`config.mk`:
```
export PLATFORM = sky130hd
export DESIGN_NAME = pss_top
export DESIGN_NICKNAME = d
export VERILOG_FILES = /design/src/rtl/pss_pkg.sv /design/src/rtl/pss_vecmem.sv /design/src/rtl/pss_cut.sv /design/src/rtl/pss_seq.sv /design/src/rtl/pss_top.sv
export SDC_FILE = /design/constraint.sdc
export NUM_CORES = 1
export LEC_CHECK = 0
export CELL_PAD_IN_SITES_DETAIL_PLACEMENT = 1
export CELL_PAD_IN_SITES_GLOBAL_PLACEMENT = 2
export CORE_UTILIZATION = 38
export CTS_CLUSTER_SIZE = 14
export DETAILED_ROUTE_END_ITERATION = 10
export PLACE_DENSITY_LB_ADDON = 0.12
export SETUP_SLACK_MARGIN = 0.05
export SYNTH_ARGS = -nofsm -noshare
export SYNTH_HDL_FRONTEND = slang
export SYNTH_SLANG_ARGS = --single-unit
```
`constraint.sdc`:
```
create_clock -name clk -period 1.9 [get_ports clk]
set_clock_uncertainty 0.05 [all_clocks]
set_input_delay 0.19 -clock clk [delete_from_list [all_inputs] [get_ports clk]]
set_output_delay 0.19 -clock clk [all_outputs]
set_load 0.01 [all_outputs]
```
`src/rtl/pss_pkg.sv`:
```
`timescale 1ns/1ps
package pss_pkg;
  typedef enum logic [2:0] {
    ST_IDLE,
    ST_CHAIN,
    ST_LOAD,
    ST_GAPA,
    ST_CAPT,
    ST_GAPB,
    ST_UNLOAD,
    ST_FIN
  } pss_state_e;
endpackage

```
`src/rtl/pss_vecmem.sv`:
```
`timescale 1ns/1ps
module pss_vecmem #(
  parameter int NSFF = 6,
  parameter int NVEC = 4,
  localparam int AW = (NVEC > 1) ? $clog2(NVEC) : 1,
  localparam int WW = 3 * NSFF
) (
  input  logic            clk,
  input  logic            we,
  input  logic [AW-1:0]   waddr,
  input  logic [WW-1:0]   wdata,
  input  logic [AW-1:0]   raddr_a,
  input  logic [AW-1:0]   raddr_b,
  output logic [NSFF-1:0] stim,
  output logic [NSFF-1:0] piv,
  output logic [NSFF-1:0] expd
);
  logic [WW-1:0] mem [NVEC];

  // plain register file, no reset
  always_ff @(posedge clk) begin
    if (we) mem[waddr] <= wdata;
  end

  always_comb begin
    stim = mem[raddr_a][NSFF-1:0];
    piv  = mem[raddr_a][2*NSFF-1:NSFF];
    expd = mem[raddr_b][3*NSFF-1:2*NSFF];
  end
endmodule

```
`src/rtl/pss_cut.sv`:
```
`timescale 1ns/1ps
module pss_cut #(
  parameter int NSFF = 6
) (
  input  logic            clk,
  input  logic            rst_n,
  input  logic            scan_ce,
  input  logic            func_ce,
  input  logic            tc,
  input  logic            si,
  input  logic            pi_strobe,
  input  logic [NSFF-1:0] pi_val,
  output logic            so
);
  logic [NSFF-1:0] chain_q, chain_d;
  logic [NSFF-1:0] bank_q, bank_d;
  logic [NSFF-1:0] pin_q, pin_d;

  always_comb begin
    chain_d = chain_q;
    bank_d  = bank_q;
    pin_d   = pin_q;
    if (scan_ce) chain_d = tc ? {chain_q[NSFF-2:0], si} : chain_q + bank_q;
    if (func_ce) bank_d = chain_q ^ pin_q;
    if (pi_strobe) pin_d = pi_val;
  end

  always_ff @(posedge clk or negedge rst_n) begin
    if (!rst_n) begin
      chain_q <= '0;
      bank_q  <= '0;
      pin_q   <= '0;
    end else begin
      chain_q <= chain_d;
      bank_q  <= bank_d;
      pin_q   <= pin_d;
    end
  end

  assign so = chain_q[NSFF-1];
endmodule

```
`src/rtl/pss_seq.sv`:
```
`timescale 1ns/1ps
module pss_seq
  import pss_pkg::*;
#(
  parameter int NSFF = 6,
  parameter int NVEC = 4,
  localparam int AW  = (NVEC > 1) ? $clog2(NVEC) : 1,
  localparam int CW  = $clog2(NSFF + 4),
  localparam int IW  = $clog2(NSFF),
  localparam int CE_TOTAL = (NVEC + 2) * NSFF + NVEC + 4,
  localparam int EW  = $clog2(CE_TOTAL + 1)
) (
  input  logic            clk,
  input  logic            rst_n,
  input  logic            start,
  input  logic            so,
  input  logic [NSFF-1:0] stim,
  input  logic [NSFF-1:0] expd,
  output logic [AW-1:0]   vec_idx,
  output logic [AW-1:0]   exp_idx,
  output logic            scan_ce,
  output logic            func_ce,
  output logic            tc,
  output logic            scan_in,
  output logic            pi_strobe,
  output logic            busy,
  output logic            done,
  output logic            miscompare
);
  pss_state_e    state_q, state_d;
  logic [CW-1:0] cnt_q, cnt_d;
  logic [AW-1:0] vec_q, vec_d;
  logic          mis_q, mis_d;
  logic [IW-1:0] bidx;
  logic          cmp_en, cmp_bit;

  assign bidx = IW'(NSFF - 1) - IW'(cnt_q);

  // Moore decode of the strobes
  always_comb begin
    scan_ce   = (state_q == ST_CHAIN) || (state_q == ST_LOAD) ||
                (state_q == ST_CAPT)  || (state_q == ST_UNLOAD);
    func_ce   = (state_q == ST_CAPT);
    tc        = !((state_q == ST_GAPA) || (state_q == ST_CAPT));
    pi_strobe = (state_q == ST_GAPA);
    busy      = (state_q != ST_IDLE);
    done      = (state_q == ST_FIN);
    case (state_q)
      ST_CHAIN: scan_in = (cnt_q & CW'(2)) != '0;
      ST_LOAD:  scan_in = stim[bidx];
      default:  scan_in = 1'b0;
    endcase
  end

  // serial compare
  always_comb begin
    cmp_en  = 1'b0;
    cmp_bit = expd[bidx];
    case (state_q)
      ST_CHAIN: begin
        cmp_en  = cnt_q >= CW'(NSFF);
        cmp_bit = ((cnt_q - CW'(NSFF)) & CW'(2)) != '0;
      end
      ST_LOAD:   cmp_en = (vec_q != '0);
      ST_UNLOAD: cmp_en = 1'b1;
      default:   cmp_en = 1'b0;
    endcase
  end

  assign vec_idx = vec_q;
  assign exp_idx = (state_q == ST_LOAD) ? vec_q - AW'(1) : vec_q;
  assign miscompare = mis_q;

  always_comb begin
    state_d = state_q;
    cnt_d   = cnt_q;
    vec_d   = vec_q;
    mis_d   = mis_q;
    case (state_q)
      ST_IDLE: if (start) begin          // start only honoured here
        state_d = ST_CHAIN;
        cnt_d   = '0;
        vec_d   = '0;
        mis_d   = 1'b0;
      end
      ST_CHAIN: begin
        cnt_d = cnt_q + CW'(1);
        if (cnt_q == CW'(NSFF + 3)) begin
          state_d = ST_LOAD;
          cnt_d   = '0;
        end
      end
      ST_LOAD: begin
        cnt_d = cnt_q + CW'(1);
        if (cnt_q == CW'(NSFF - 1)) begin
          state_d = ST_GAPA;
          cnt_d   = '0;
        end
      end
      ST_GAPA: state_d = ST_CAPT;
      ST_CAPT: state_d = ST_GAPB;
      ST_GAPB: begin
        cnt_d = '0;
        if (vec_q == AW'(NVEC - 1)) state_d = ST_UNLOAD;
        else begin
          state_d = ST_LOAD;
          vec_d   = vec_q + AW'(1);
        end
      end
      ST_UNLOAD: begin
        cnt_d = cnt_q + CW'(1);
        if (cnt_q == CW'(NSFF - 1)) state_d = ST_FIN;
      end
      default: state_d = ST_IDLE;
    endcase
    if (cmp_en && (so != cmp_bit)) mis_d = 1'b1;
  end

  always_ff @(posedge clk or negedge rst_n) begin
    if (!rst_n) begin
      state_q <= ST_IDLE;
      cnt_q   <= '0;
      vec_q   <= '0;
      mis_q   <= 1'b0;
    end else begin
      state_q <= state_d;
      cnt_q   <= cnt_d;
      vec_q   <= vec_d;
      mis_q   <= mis_d;
    end
  end

  // scan-enable tally for the closed-form check
  logic [EW-1:0] ce_cnt;
  always_ff @(posedge clk or negedge rst_n) begin
    if (!rst_n) ce_cnt <= '0;
    else if (!busy && start) ce_cnt <= '0;
    else if (scan_ce) ce_cnt <= ce_cnt + EW'(1);
  end

  a_r3_ce_total: assert property (@(posedge clk) disable iff (!rst_n)
    done |-> (ce_cnt == EW'(CE_TOTAL)));
  a_r4_capture_normal: assert property (@(posedge clk) disable iff (!rst_n)
    func_ce |-> (scan_ce && !tc));
  a_r4_shift_scan: assert property (@(posedge clk) disable iff (!rst_n)
    (scan_ce && !func_ce) |-> tc);
  a_r5_tc_quiet: assert property (@(posedge clk) disable iff (!rst_n)
    (tc != $past(tc)) |-> (!scan_ce && !func_ce));
  a_r8_strobe_capture: assert property (@(posedge clk) disable iff (!rst_n)
    pi_strobe |=> func_ce);
  a_r2_done_pulse: assert property (@(posedge clk) disable iff (!rst_n)
    done |=> (!done && !busy));
  a_r2_done_busy: assert property (@(posedge clk) disable iff (!rst_n)
    done |-> busy);
endmodule

```
`src/rtl/pss_top.sv`:
```
`timescale 1ns/1ps
module pss_top #(
  parameter int NSFF = 6,
  parameter int NVEC = 4,
  localparam int AW = (NVEC > 1) ? $clog2(NVEC) : 1,
  localparam int WW = 3 * NSFF
) (
  input  logic          clk,
  input  logic          rst_n,
  input  logic          start,
  input  logic          vec_we,
  input  logic [AW-1:0] vec_addr,
  input  logic [WW-1:0] vec_wdata,
  output logic          scan_ce,
  output logic          func_ce,
  output logic          tc,
  output logic          scan_in,
  output logic          pi_strobe,
  output logic          scan_out,
  output logic          busy,
  output logic          done,
  output logic          miscompare
);
  logic [1:0]      rst_pipe;
  logic            rst_int;
  logic [AW-1:0]   vec_idx, exp_idx;
  logic [NSFF-1:0] stim, piv, expd;

  always_ff @(posedge clk or negedge rst_n) begin
    if (!rst_n) rst_pipe <= 2'b00;
    else        rst_pipe <= {rst_pipe[0], 1'b1};
  end
  assign rst_int = rst_pipe[1];

  pss_vecmem #(.NSFF(NSFF), .NVEC(NVEC)) u_mem (
    .clk(clk), .we(vec_we), .waddr(vec_addr), .wdata(vec_wdata),
    .raddr_a(vec_idx), .raddr_b(exp_idx),
    .stim(stim), .piv(piv), .expd(expd)
  );

  pss_seq #(.NSFF(NSFF), .NVEC(NVEC)) u_seq (
    .clk(clk), .rst_n(rst_int), .start(start), .so(scan_out),
    .stim(stim), .expd(expd), .vec_idx(vec_idx), .exp_idx(exp_idx),
    .scan_ce(scan_ce), .func_ce(func_ce), .tc(tc), .scan_in(scan_in),
    .pi_strobe(pi_strobe), .busy(busy), .done(done), .miscompare(miscompare)
  );

  pss_cut #(.NSFF(NSFF)) u_cut (
    .clk(clk), .rst_n(rst_int), .scan_ce(scan_ce), .func_ce(func_ce),
    .tc(tc), .si(scan_in), .pi_strobe(pi_strobe), .pi_val(piv), .so(scan_out)
  );
endmodule

```
Yosys cells after proc, flatten, opt, wreduce, memory -nomap -nowiden
Memories as Yosys holds them, arrays and structs flattened.
Index checks and enable logic that the tools add are counted.
Storage, ports and cells
  bits in registers: 30
  latch bits: 0
  bits in writable memories: 72
  bits in read-only memories: 0
  input bits: 24
  output and inout bits: 9
  logic and storage cells: 78
  memories: 1
Cells by class
  add/sub/neg operators: 6
  multiply operators: 0
  divide/modulo/power cells: 0
  $lt $le $gt $ge: 2
  equal/unequal tests: 16
  shifts and indexed selects: 0
  multiplexer cells: 27
  bitwise operators: 1
  reduce and logical (&&, ||, !) cells: 17
Memories
  u_mem.mem: depth 4, bits a word 18, rd ports 2, clocked after Yosys merged registers in 0, wr ports 1, line pss_vecmem.sv:18  | logic [WW-1:0] mem [NVEC];
Operator list (count)
  $pmux 3 s7: 1
  $pmux 4 s5: 1
  $mux 3: 5
  $eq 3x3->1 const B: 4
  $mux 4: 3
  $ne 2x2->1 const B: 5
  $mux 1: 8
  $reduce_bool 2->1: 4
  $add 6x6->6: 1
  $bmux 1 s3: 2
  $eq 3x2->1 const B: 2
  $mux 2: 3
  $mux 6: 1
  $xor 6x6->6: 1
  $reduce_bool 5->1: 1
  $add 4x1->4 const B: 1
  $eq 4x3->1 const B: 1
  $eq 4x4->1 const B: 1
  $ge 4x3->1 const B: 1
  $logic_or 1x1->1: 4
  $lt 3x4->1 const B: 1
  $pmux 2 s2: 1
  $reduce_and 2->1: 2
  $reduce_and 4->1: 1
  other kinds (14): 14

Logic depth before layout (Yosys ltp)
An unclocked memory read counts as a cell.
  word-level depth: 10
  gate-level depth with buffers: 12
  depth with buffers taken out: 10

By module
From an unflattened synthesis, not the netlist that was laid out.
Second synthesis, totals
  cell total of the unflattened synthesis: 288
  area, all modules: 4481.8 µm²
By module, submodules not included
  pss_vecmem: instances 1, cells an instance 97, area an instance 2627.5 µm², seq. area each 2162.1 µm²
  pss_cut: instances 1, cells an instance 98, area an instance 989.7 µm², seq. area each 450.4 µm²
  pss_seq: instances 1, cells an instance 90, area an instance 810.8 µm², seq. area each 250.2 µm²
  pss_top: instances 1, cells an instance 3, area an instance 53.8 µm², seq. area each 50.0 µm²

Worst setup path before layout
OpenSTA, ideal clock, no wires.
  kind: reg2reg
  from: register u_seq.vec_q[0], in the netlist u_seq.vec_idx[0]
  to: register u_seq.mis_q, in the netlist u_seq.miscompare
  setup time: 122 ps
  data arrival time: 2361 ps
  required time: 1728 ps
  setup slack: -632 ps
  cell stages (with the launch flop): 12
  path buffers: 3
  clock period less this slack: 2532 ps
  cell sequence: dfrtp_1 -> buf_6 -> buf_6 -> inv_1 -> ha_1 -> clkbuf_1 -> nor2_1 -> mux4_1 -> o22ai_2 -> a211oi_2 -> a21o_1 -> a32o_1
Between the ends
  word-level cells in the longest chain between the ends: 10
  elaborated cells on any way between the ends: 14
  those cells by class: add/sub: 1; eq/ne: 1; mux: 6; reduce/logical: 5; memory: 1
Ends and longest elaborated chain
  start, declared: line pss_seq.sv:32  | logic [AW-1:0] vec_q, vec_d;
  start signal, assigned: line pss_seq.sv:128  | vec_q <= vec_d;
  $sub 2x1->2: line pss_seq.sv:71  | assign exp_idx = (state_q == ST_LOAD) ? vec_q - AW'(1) : vec_q;
  $mux 2: line pss_seq.sv:71
  $mem_v2 4x18
  $bmux 1 s3: line pss_seq.sv:58  | cmp_bit = expd[bidx];
  $mux 1 (not written as such): line pss_seq.sv:58
  $mux 1: line pss_seq.sv:59  | case (state_q)
  $ne 1x1->1: line pss_seq.sv:116  | if (cmp_en && (so != cmp_bit)) mis_d = 1'b1;
  $logic_and 1x1->1 (*): line pss_seq.sv:116
  $reduce_bool 2->1 (no source line)
  $reduce_and 2->1 (no source line)
  end signal, assigned: line pss_seq.sv:129  | mis_q <= mis_d;
  end, declared: line pss_seq.sv:33  | logic mis_q, mis_d;
Every way passes the cells marked *; elsewhere a longest branch is shown, timed or not. The select of a mux whose other input is x is not followed.
A chain may end at the register's enable or synchronous reset.

Worst setup path after layout
  from: register u_seq.vec_q[0], in the netlist u_seq.vec_idx[0]
  to: output port scan_in
Between the ends
  word-level cells in the longest chain between the ends: 4
Ends and longest elaborated chain
  $mem_v2 4x18
  $bmux 1 s3: line pss_seq.sv:50  | ST_LOAD: scan_in = stim[bidx];
  $mux 1 (not written as such): line pss_seq.sv:50
  $pmux 1 s2: line pss_seq.sv:48  | case (state_q)
  end, declared: line pss_top.sv:17  | output logic scan_in,
No other way between the ends. The select of a mux whose other input is x is not followed.

==> flow_metrics.py <==
metrics = {
    "placed_design": {
        "io_buffers": 32,
        "gp_congestion": 0.8219,
        "pre_cts_slack_ns": -0.7576,
        "post-dp-hpwl_um": 7432,
        "placed_cells": 536,
    },
    "synth": {
        "syn-instance-count": 327,
        "ys.flop_type": "edfxtp_1",
        "syn_nets": 362,
        "ys_seq_elements": 102,
        "async_reset_ff_frac": 0.2941,
        "synthesis.area_mm2": 0.004639,
        "synthXorXnorAreaFrac": 0.02427,
        "synth_top_family_by_area": "multiplexers",
        "synth_warnings": 0,
        "synthSimpleGateAreaFrac": 0.07929,
        "synthTopCellsByCount": "edfxtp_1, dfrtp_1, nor2_1",
        "synth.distinct_cells": 50,
        "synthMuxAreaShare": 0.1230,
        "yosysSeqAreaShare": 0.6278,
        "synth-adder-area-share": 0.03128,
        "synth_edf_count": 72,
        "post_synth.cell_area_avg_um2": 14.19,
        "synth_compound_area_frac": 0.08414,
        "synth_area_leaders": "edfxtp_1, dfrtp_1, mux4_2",
        "synth_top_area_share": 0.4660,
        "yosys.area.top_type": "edfxtp_1",
        "synthMostInstantiatedCell": "edfxtp_1",
    },
    "die": {
        "die_area_mm2": 0.01266,
        "io_pins": 33,
        "core_mm2": 0.01166,
        "die_w_um": 112.5,
        "start_util": 0.3978,
        "rows": 39,
        "die_height_um": 112.5,
    },
    "power_and_ir_drop": {
        "p_int_w": 0.006126,
        "design_power_total_w": 0.009310,
        "combPwrFrac": 0.472,
        "switching_share": 0.3420,
        "p_per_area_mw_per_mm2": 1518,
        "peakVddDrop_mv": 0.9918,
        "p_switching_w": 0.003184,
        "clock_power_share": 0.203,
        "seqPwrFrac": 0.324,
        "p_leak_nw": 2.346,
    },
    "worst_setup_path": {
        "cp.arrival_ns": 2.20,
        "cp_max_fo": 8,
        "cp_data_required_time_ns": 1.66,
        "reg2reg_slack_ns": -0.51,
        "crit_path_frequent_cell": "mux4_2",
        "critPathSlowestCell": "mux4_2",
        "cp_num_buf_inv": 2,
        "path_cells": "buf_12 > mux4_2 > mux4_2 > o2bb2ai_4 > buf_6",
        "crit_family": "multiplexers",
        "critPathMaxStageDelay_ns": 0.55,
        "criticalPathCategory": "flop to output port",
        "end_kind": "output port",
        "worst_setup_path_start_kind": "flop",
    },
    "run": {
        "maxCapViolations": 0,
    },
    "grt": {
        "grt_antenna_before_repair": 0,
        "grtUsageMet2": 0.2990,
        "gr-max-usage-layer": "met2",
        "use_met1": 0.2369,
        "use_met3": 0.04428,
        "grt_pass1_wl_um": 17180,
        "grt_max_degree": 29,
        "grt_usage": 0.1815,
        "gr-total-overflow": 0,
        "grt_pass1_vias": 3239,
    },
    "final_layout": {
        "diodes": 0,
        "fill_cells": 1157,
        "nNetsFinal": 452,
        "final_cells": 565,
        "postLayoutCoreUtil": 0.5260,
        "drive_above_1_share": 0.3318,
        "multi_input_area_mm2": 0.001749,
        "area_growth_syn_to_layout_pct": 32.23,
        "ff_latch_area_mm2": 0.002915,
    },
    "sta": {
        "finalWorstSetupSlack_ns": -0.5417,
        "holdWs_ns": 0.2254,
        "min_period_ns": 2.442,
        "finalHoldViolCount": 0,
        "clock.fmax_ghz": 0.4095,
        "post-route-period-util": 1.285,
        "drv_slew": 0,
        "rsz0062_at_grt": "true",
        "setup_viol": 4,
    },
    "run_status": {
        "outcome": "complete, but fails checks",
        "violations": "negative setup slack",
    },
    "routing": {
        "num_vias": 2944,
        "routed_wl_um": 10340,
        "routed_via_density": 5.211,
        "drc": 0,
        "wl_per_cell_um": 18.30,
        "first_iter_violations": 122,
        "dr.pass1.iters": 4,
        "ant_nets": 0,
    },
    "clocking": {
        "clk_path_buf_depth": 2,
        "numCtsBuffers": 9,
        "cts.sinks": 102,
        "clock_tree.root_cell": "clkbuf_16",
        "cts_tree": "built",
        "clock_latency_ns": 0.35,
        "htreeDepth": 3,
        "clk_pin_slew_worst_paths_ns": 0.07,
    },
    "hold_path": {
        "hp-class": "flop to asynchronous set/reset pin",
    },
}
-- sequential cells by signal, summed over array words and instances, names as in the netlist --
name,flops
u_mem.mem,72
u_cut.bank_q,6
u_cut.chain_q,6
u_cut.pin_q,6
u_seq.cnt_q,4
u_seq.state_q,3
rst_pipe,2
u_seq.vec_idx,2
u_seq.miscompare,1
-- worst reg2reg max path: stages, from the launching register on --
cell	delay, ns
dfrtp_2	0.43
buf_12	0.15
buf_12	0.15
inv_6	0.06
ha_4	0.22
nor2b_1	0.13
mux4_2	0.47
o22ai_2	0.18
a211oi_2	0.06
a21o_1	0.17
a32o_1	0.24
-- routing by layer --
layer | part of all wire | wire length [um] | up-vias
li1 | - | - | 1411
met1 | 0.47 | 4813 | 1480
met2 | 0.49 | 5074 | 42
met3 | 0.029 | 304 | 11
met4 | 0.014 | 145 | 0
met5 | 0 | 0 | -
-- kinds of logic (layout without fill, tap and decap cells) --
group / Yosys count / count (layout)
AO/OA/AOI/OAI: 59 / 59
XOR/XNOR: 12 / 12
adder cells (fa/ha/maj): 11 / 11
buffers and inverters: 30 / 125
flip-flops: 102 / 102
multiplexers: 37 / 37
other: 1 / 1
AND/OR/NAND/NOR: 75 / 75
-- worst paths after layout --
path | startpoint | endpoint | cells after the start
worst max register to register | u_seq.vec_idx[0]$_DFFE_PN0P_ | u_seq.miscompare$_DFFE_PN0P_ | 10
min in group clk | rst_pipe[0]$_DFF_PN0_ | rst_pipe[1]$_DFF_PN0_ | 0
worst min register to register | rst_pipe[1]$_DFF_PN0_ | u_seq.miscompare$_DFFE_PN0P_ | 1
max in group asynchronous | rst_n | rst_pipe[0]$_DFF_PN0_ | 2
worst min-delay path | rst_pipe[1]$_DFF_PN0_ | u_seq.miscompare$_DFFE_PN0P_ | 1
worst max-delay path | u_seq.vec_idx[0]$_DFFE_PN0P_ | scan_in | 5
-- layout make-up --
type	instances	area share
sequential	102	0.4752
multi-input combinational	195	0.2851
timing repair buffer	93	0.1489
clock buffer	9	0.03671
tap	143	0.02917
clock inverter	7	0.01346
inverter	16	0.01142
-- power by group through the flow --
stage	Combinational, W	Clock [W]	Sequential (W)
after detailed placement	0.00384	0	0.00310
final	0.00440	0.00189	0.00302
after global placement	0.00374	0	0.00308
after floorplan	0.00245	0	0.00304
after global routing	0.00483	0.00204	0.00307
after CTS	0.00417	0.00195	0.00302
-- through the flow --
step	setup TNS (ns)	cell area [um2]
6_report	-1.576	6135
3_3_place_gp	-1.903	5504
3_5_place_dp	-2.086	5504
2_1_floorplan	-0.7191	4684
4_1_cts	-1.430	5995
5_1_grt	-1.921	6135
-- cells in the final DEF, fill, tap and decap left out, drive strengths merged, types with 2 or more instances in the layout --
cell type       n
mux4           15
a21o            6
o21ai          10
a31oi           3
ha             10
inv            18
buf            64
clkbuf          9
edfxtp         72
nand2          14
a21oi          20
nand3           6
mux2            7
mux2i          15
a211oi          2
or3             2
clkdlybuf4s50  25
nor3            5
dfrtp          30
nor3b           6
o311ai          2
clkdlybuf4s15   2
xor2            3
nor2           30
clkinv          2
xnor2           9
o22ai           4
clkinvlp        2
o221ai          3
and3            4
nor2b           3
-- timing repair --
action / CTS / global route
pin swaps: 4 / 16
gates resized for setup: 54 / 29
buffers inserted: 9 / 7
hold buffers: 1 / 0
cloned: 0 / 1
endpoints found under the setup margin: 19 / 17
endpoints found under the hold margin: 2 / 0
No activity file was read; power rests on OpenSTA's default activity.
